$ cat config.mk
export PLATFORM = sky130hd
export DESIGN_NAME = char_port
export DESIGN_NICKNAME = d
export VERILOG_FILES = /design/src/rtl/char_port.sv
export SDC_FILE = /design/constraint.sdc
export NUM_CORES = 1
export LEC_CHECK = 0
export BUFFER_PORTS_ARGS = -buffer_cell sky130_fd_sc_hd__clkbuf_2
export CAP_MARGIN = 10
export CORE_MARGIN = 2
export CORE_UTILIZATION = 61
export DETAILED_ROUTE_END_ITERATION = 7
export PLACE_DENSITY = 0.81
export SLEW_MARGIN = 20
export SYNTH_ARGS = -nofsm -noshare
export SYNTH_HDL_FRONTEND = slang
export SYNTH_SLANG_ARGS = --single-unit
$ cat constraint.sdc
create_clock -name clk -period 8.4 [get_ports clk]
set_clock_uncertainty 0.1 [all_clocks]
set_input_delay 0.84 -clock clk [delete_from_list [all_inputs] [get_ports clk]]
set_output_delay 0.84 -clock clk [all_outputs]
set_load 0.05 [all_outputs]
$ cat src/rtl/char_port.sv
module char_port #(
  parameter int DEPTH    = 64,
  parameter int LOW_MARK = DEPTH / 4
) (
  input  logic        clk,
  input  logic        rst_n,
  input  logic        bus_addr,
  input  logic        bus_rd,
  input  logic        bus_wr,
  input  logic [31:0] bus_wdata,
  output logic [31:0] bus_rdata,
  output logic        irq,
  input  logic [7:0]  rx_data,
  input  logic        rx_valid,
  output logic        rx_ready,
  output logic [7:0]  tx_data,
  output logic        tx_valid,
  input  logic        tx_ready,
  input  logic        host_act
);
  localparam int AW = $clog2(DEPTH);
  localparam int CW = $clog2(DEPTH + 1);
  localparam logic [CW-1:0] FULL = CW'(DEPTH);
  localparam logic [CW-1:0] LOW  = CW'(LOW_MARK);

  logic [7:0]    rmem [DEPTH];
  logic [7:0]    wmem [DEPTH];
  logic [AW-1:0] r_wp, r_rp, w_wp, w_rp;
  logic [CW-1:0] r_cnt, w_cnt;
  logic          ie_rd, ie_wr, act_flag;

  logic r_push, r_pop, w_push, w_pop, ctl_wr, pend_rd, pend_wr;
  logic unused_wbits;

  assign r_push = rx_valid && (r_cnt != FULL);
  assign r_pop  = bus_rd && !bus_addr && (r_cnt != '0);
  assign w_push = bus_wr && !bus_addr && (w_cnt != FULL);
  assign w_pop  = tx_ready && (w_cnt != '0);
  assign ctl_wr = bus_wr && bus_addr;

  assign pend_rd = ie_rd && (r_cnt != '0);
  assign pend_wr = ie_wr && (w_cnt <= LOW);
  assign irq     = pend_rd || pend_wr;

  assign rx_ready = (r_cnt != FULL);
  assign tx_valid = (w_cnt != '0);
  assign tx_data  = wmem[w_rp];

  assign unused_wbits = ^{bus_wdata[31:11], bus_wdata[9:8]};

  always_comb begin
    if (bus_addr)
      bus_rdata = {16'(FULL - w_cnt), 5'b0, act_flag, pend_wr, pend_rd, 6'b0, ie_wr, ie_rd};
    else if (r_cnt != '0)
      bus_rdata = {16'(r_cnt - CW'(1)), 1'b1, 7'b0, rmem[r_rp]};
    else
      bus_rdata = '0;
  end

  always_ff @(posedge clk) begin
    if (r_push) rmem[r_wp] <= rx_data;
    if (w_push) wmem[w_wp] <= bus_wdata[7:0];
  end

  always_ff @(posedge clk) begin
    if (!rst_n) begin
      r_wp <= '0; r_rp <= '0; r_cnt <= '0;
      w_wp <= '0; w_rp <= '0; w_cnt <= '0;
      ie_rd <= 1'b0; ie_wr <= 1'b0; act_flag <= 1'b0;
    end else begin
      if (r_push) r_wp <= r_wp + AW'(1);
      if (r_pop)  r_rp <= r_rp + AW'(1);
      r_cnt <= r_cnt + CW'(r_push) - CW'(r_pop);
      if (w_push) w_wp <= w_wp + AW'(1);
      if (w_pop)  w_rp <= w_rp + AW'(1);
      w_cnt <= w_cnt + CW'(w_push) - CW'(w_pop);
      if (ctl_wr) begin
        ie_rd <= bus_wdata[0];
        ie_wr <= bus_wdata[1];
      end
      if (host_act)                    act_flag <= 1'b1;
      else if (ctl_wr && bus_wdata[10]) act_flag <= 1'b0;
    end
  end

  assert_pop_R1: assert property (@(posedge clk) disable iff (!rst_n)
    r_pop && !r_push |=> r_cnt == $past(r_cnt) - CW'(1));
  assert_empty_read_R2: assert property (@(posedge clk) disable iff (!rst_n)
    bus_rd && !bus_addr && r_cnt == '0 && !rx_valid |=> r_cnt == '0);
  assert_full_drop_R3: assert property (@(posedge clk) disable iff (!rst_n)
    bus_wr && !bus_addr && w_cnt == FULL && !tx_ready |=> w_cnt == FULL);
  assert_sticky_set_R6: assert property (@(posedge clk) disable iff (!rst_n)
    host_act |=> act_flag);
  assert_sticky_hold_R6: assert property (@(posedge clk) disable iff (!rst_n)
    act_flag && !(ctl_wr && bus_wdata[10]) |=> act_flag);
  assert_irq_off_R8: assert property (@(posedge clk) disable iff (!rst_n)
    !ie_rd && !ie_wr |-> !irq);
  assert_irq_src_R8: assert property (@(posedge clk) disable iff (!rst_n)
    irq |-> (r_cnt != '0) || (w_cnt <= LOW));
  assert_no_overflow_R9: assert property (@(posedge clk) disable iff (!rst_n)
    r_cnt <= FULL && w_cnt <= FULL);
  assert_push_pop_R9: assert property (@(posedge clk) disable iff (!rst_n)
    r_push && r_pop |=> $stable(r_cnt));
endmodule

Yosys cells after proc, flatten, opt, wreduce, memory -nomap -nowiden
Memory sizes are Yosys's and may differ from the RTL's. A register that Yosys moved wholly into a read port is not among the register bits.
Cells that the tools add are included.
Word-level totals
  latch bits: 0
  output and inout bits: 43
  memories: 2
  memory bits (writable): 1024
  register bits: 41
  bits of input ports: 48
  memory bits (read-only): 0
Memories
  rmem: words 64, width 8, read ports 1, clocked after Yosys merged registers in 1, wr ports 1, RTL line 26  | logic [7:0] rmem [DEPTH];
  wmem: words 64, width 8, read ports 1, clocked after Yosys merged registers in 1, wr ports 1, RTL line 27  | logic [7:0] wmem [DEPTH];
Operators by class
  multiply operators: 0
  order comparisons: 1
  muxes and demuxes: 12
  reductions and logical operators: 15
  bitwise operators: 0
  add/subtract/negate cells: 10
  divide/modulo/power cells: 0
  equal/unequal tests: 2
  shift-type cells: 0
Operators with widths (count)
  $mux W32: 2
  $add A6 B1 Y6 const B: 4
  $mux W6: 4
  $add A7 B1 Y7: 2
  $ne A7 B7 Y1 const B: 2
  $reduce_bool A7 Y1: 2
  $sub A7 B1 Y7: 2
  $logic_and A1 B1 Y1: 10
  $sub A7 B1 Y8 const B: 1
  $sub A7 B7 Y8 const A: 1
  $le A7 B5 Y1 const B: 1
  $mux W1: 6
  $reduce_bool A2 Y1: 1
  $logic_not A1 Y1: 1
  $logic_or A1 B1 Y1: 1

Longest topological paths before layout
  depth after elaboration: 5
  depth in mapped cells: 16

Worst setup path after synthesis
OpenSTA, ideal clock, no wires.
  kind: input -> output
  from: input port bus_addr
  to: output port bus_rdata[6]
  stages: 6
  setup slack: 3.706 ns
  required time: 7.460 ns
  data arrival time: 3.754 ns
  cell sequence: clkbuf_1 nor2_1 nand2_1 a221oi_1 nor3b_1 o21ai_0
On the way
  word-level cells in the longest chain between the ends: 1
Ends and longest elaborated chain
  start: declaration: RTL line 7  | input logic bus_addr,
  $mux W32: RTL line 52  | if (bus_addr)
  end: declaration: RTL line 11  | output logic [31:0] bus_rdata,
Every way passes these cells.

==> run summary <==
The share of power burned in the clock network is 0.352. The number of port buffers is 63, and the post-route fraction of the period consumed by the critical path is 0.6474. The area of combinational cells with multiple inputs is 10,020 um2, and the length of routed wiring on met1 is 33,150 um. Wires add up to 92,820 um. At the pin with the least slew margin, the transition time is 1.055 ns. The worst setup path is of the reg -> out kind. The later pin in the worst-skew pair is clocked with a latency of 0.66 ns.

The clock drives 1,077 sinks. From bottom edge to top edge, the die measures 268.0 um. In this run, post-CTS repair resized a total of 0 instances. The filler cells instantiated in the layout total 4,046.

The H-tree was split into 3 levels. The relative slew slack is 0.2967, and the area growth from synthesis to layout is 10.29%. After synthesis, the largest family of logic cells by area is multiplexers. Detailed placement ended at an HPWL of 52,240 um.

The flow ran to the end, and the final reports show no timing, DRC or antenna violations. The logs give 0 ns for the final sum of negative setup slack and 5 for the first-pass iteration count of the detailed router. Across all hold checks on the routed design, the worst slack comes to 0.3065 ns.

The horizontal die dimension was 268.0 um. Counting every instance in the synthesized netlist gives 2,057. TritonCTS built the clock tree.

The top-level port count was 91. For this run, the number of Yosys warnings is 0. The logs give 0.170 for the combinational share of power and 7.46 ns for the required time of the critical path.

The average vias per placed instance was 6.595; the XOR/XNOR share of the synthesized area was 0.006389. The run gives 71,800 um2 as the floorplan die area. Clock root buffer: sky130_fd_sc_hd__clkbuf_16.

The number of clock buffers added by TritonCTS is 102. The per-cell routed wire length was 29.47 um. For the overall track demand over capacity in global routing, the log shows 0.2654. The logs give 0 for the final number of max-transition violations and 0 for the sum of overflow across all layers after global routing. The quantity of hold-fixing buffers added after cts was 0; the share of synthesized cell area in full adder, half adder and majority cells was 0.01125. The fmax came out at 183.9 MHz. Setup repair after global routing left no endpoint under its margin. The repair_antennas step left the layout with diodes totalling 0. The effective utilization at floorplan is 0.6175, and the average instance area after synthesis is 20.66 um2. The power per cell area is 270.3 nW/um2.

Setup violations remaining at the end of the flow were counted as 0. The first-iteration detailed-routing DRC count was 2,524; the count of standard-cell rows was 96. The initial antenna violation count is 1.

The logs give 0 for the count of antenna-violating nets left after detailed routing and 42,500 um2 for the area of the mapped netlist. The logs give 43,610 um2 for the instance area after placement and 68,830 um2 for the core footprint. Clock-pin slew was measured on the worst setup and hold paths at 0.06 ns. After layout, the minimum clock period comes to 5.438 ns.

The analysis attributes to cell leakage a power of 14.36 nW. Post-synthesis share of cell area spent on and, or, nand and nor gates: 0.03300. Sequential area share after synthesis: 0.7485. Synthesis inferred 1,077 register bits. The area fraction in compound gates after synthesis was 0.01554. The worst hold path class was in -> reg. The pin count of the biggest net entering global routing was 74; the share of cell area taken by muxes after synthesis was 0.1693.

The maximum fanout encountered on the critical timing path works out to 73. The internal power of the cells is 0.009295 W, and the post-CTS setup repair buffer count is 0. The final net count was 2,218.

The switching share of power came out at 0.2664. Once layout is done, the placed cells without fillers occupy 46,870 um2. The unique cell type count in the Yosys netlist is 47. The footprint of the flip-flops and latches is 31,830 um2, and the switching component of the power is 0.003376 W. The routed layout has 20,770 vias.

STA classifies the critical path startpoint as a flop. For the number of maximum-capacitance violations, the log shows 0. Signal routing reaches up to met5. In the routed design, unresolved DRC markers number 0. Routability-driven placement finished with a final weighted congestion of 0.8509. The tools report the maximum clock insertion buffer count as 3. The overall power after layout is 0.01267 W, and the met2 wirelength from detailed routing is 48,060 um. For the worst setup path, the data arrival time is 4.50 ns.

The kind of end point of the critical path was an output port. The worst voltage drop across the vdd grid was 252.4 uV. Wire segments on met3 add up to 7502 um in the final route. The first global-routing pass estimated 137,500 um of wire. Via count of the first global-routing pass: 21,410. The utilization after layout is 0.6810. The portion of total power attributed to sequential cells was 0.478; the layout cell share with drive strength beyond 1 was 0.2474.

The final count of hold timing violations is 0.
==> power groups by stage <==
stage	logic, W	clock network [W]	registers (W)
2_1_floorplan	0.00170	0	0.00608
3_3_place_gp	0.00208	0	0.00617
3_5_place_dp	0.00213	0	0.00618
4_1_cts	0.00216	0.00449	0.00607
5_1_grt	0.00229	0.00468	0.00608
6_report	0.00215	0.00446	0.00606
==> final cells by class <==
| class | instances | area share |
|---|---|---|
| sequential | 1077 | 0.6791 |
| timing repair buffer | 87 | 0.01097 |
| clock buffer | 125 | 0.05672 |
| inverter | 25 | 0.002002 |
| multi-input combinational | 840 | 0.2138 |
| clock inverter | 65 | 0.01249 |
| tap | 931 | 0.02485 |
==> critical path, cell delays in order, from the launching register on <==
cell and delay [ns]:
sky130_fd_sc_hd__dfxtp_4 0.88, sky130_fd_sc_hd__buf_4 0.91, sky130_fd_sc_hd__mux4_2 0.48, sky130_fd_sc_hd__mux4_2 0.53
sky130_fd_sc_hd__a211oi_1 0.45, sky130_fd_sc_hd__a21oi_1 0.19, sky130_fd_sc_hd__clkbuf_2 0.32
==> stage by stage <==
step           setup WS [ns]  std cells
6_report               2.962       3150
4_1_cts                2.975       3150
3_5_place_dp           3.700       2960
2_1_floorplan          3.706       2060
3_3_place_gp           3.694       2960
5_1_grt                2.891       3150
==> state kept, by name, summed over array words and instances, names as in the netlist, named ones only <==
register	count
act_flag	1
w_cnt	7
w_wp	6
r_wp	6
r_rp	6
ie_wr	1
w_rp	6
ie_rd	1
r_cnt	7
wmem	512
rmem	512
==> placed cells by master (no fill, tap or decap), types with 3 or more instances in the layout <==
cell type and count:
sky130_fd_sc_hd__a211oi_1 6, sky130_fd_sc_hd__a22oi_1 16, sky130_fd_sc_hd__conb_1 4, sky130_fd_sc_hd__o21a_1 5, sky130_fd_sc_hd__a21oi_1 29, sky130_fd_sc_hd__o31ai_1 4, sky130_fd_sc_hd__nand3b_1 4, sky130_fd_sc_hd__bufinv_16 6
sky130_fd_sc_hd__clkinv_2 22, sky130_fd_sc_hd__inv_6 3, sky130_fd_sc_hd__mux2_2 6, sky130_fd_sc_hd__nand2_1 54, sky130_fd_sc_hd__inv_1 24, sky130_fd_sc_hd__edfxtp_1 1024, sky130_fd_sc_hd__and2_1 8, sky130_fd_sc_hd__nor2_1 174
sky130_fd_sc_hd__clkinv_1 22, sky130_fd_sc_hd__nor2b_1 19, sky130_fd_sc_hd__nand4_1 9, sky130_fd_sc_hd__xnor2_1 16, sky130_fd_sc_hd__nand3_1 28, sky130_fd_sc_hd__ha_1 35, sky130_fd_sc_hd__or2_2 3, sky130_fd_sc_hd__or3_1 7
sky130_fd_sc_hd__clkbuf_1 21, sky130_fd_sc_hd__o21ai_0 18, sky130_fd_sc_hd__o21bai_1 6, sky130_fd_sc_hd__dfxtp_1 47, sky130_fd_sc_hd__clkbuf_16 102, sky130_fd_sc_hd__clkinvlp_4 5, sky130_fd_sc_hd__a221oi_1 10, sky130_fd_sc_hd__dfxtp_4 6
sky130_fd_sc_hd__buf_4 29, sky130_fd_sc_hd__mux4_2 296, sky130_fd_sc_hd__or3b_2 3, sky130_fd_sc_hd__clkbuf_2 57, sky130_fd_sc_hd__xor2_1 15, sky130_fd_sc_hd__mux2i_1 46
==> final timing paths <==
path,start,endpoint,slack [ns],depth (start not counted)
hold / removal,host_act,act_flag,0.31,3
hold reg to reg,ie_wr,ie_wr,0.39,2
setup reg to reg,r_cnt[4],rmem[31][0],4.78,6
setup / recovery,flop,tx_data[3],2.96,6
==> synth_stat cells, drive strengths merged <==
cell type,number,area (um2)
dfxtp,53,1061
fa,2,40.04
o211ai,1,7.510
or3b,3,26.28
and2,8,50.05
ha,35,437.9
nor2b,19,118.9
edfxtp,1024,30750
nand2b,2,12.51
a21boi,1,7.510
and4b,1,10.01
xor2,15,131.4
a22oi,16,120.1
nand3,28,140.1
nor3,2,10.01
a211oi,6,45.04
or3,7,43.79
mux4,296,6666
o31ai,4,30.03
nand3b,4,30.03
o21a,5,37.54
a22o,2,17.52
buf,74,419.2
a221oi,10,87.58
nand2,54,202.7
mux2i,46,460.4
clkbuf,44,165.2
nand4,9,56.30
nor2,174,653.1
conb,1,3.750
clkinv,1,3.750
o22ai,2,12.51
mux2,6,67.56
a31oi,1,6.260
o21ai,18,90.09
xnor2,16,140.1
or2,3,18.77
a311oi,1,8.760
a21oi,29,145.1
nand4b,1,8.760
o21bai,6,45.04
and3,1,6.260
inv,24,90.09
nor3b,2,15.01
==> routing by layer <==
metal / vias up / track usage
li1: 8557 / -
met1: 10770 / 0.3401
met2: 1196 / 0.4523
met3: 252 / 0.04957
met4: 2 / 0.1108
met5: - / 0
==> cells by family after synthesis <==
kind of cell | Yosys count
compound gates | 102
mux | 348
xor+xnor | 31
other cells | 1
buf+inv | 143
simple gates | 318
fa+ha+maj | 37
flops | 1077
No activity file was read; power rests on OpenSTA's default activity.
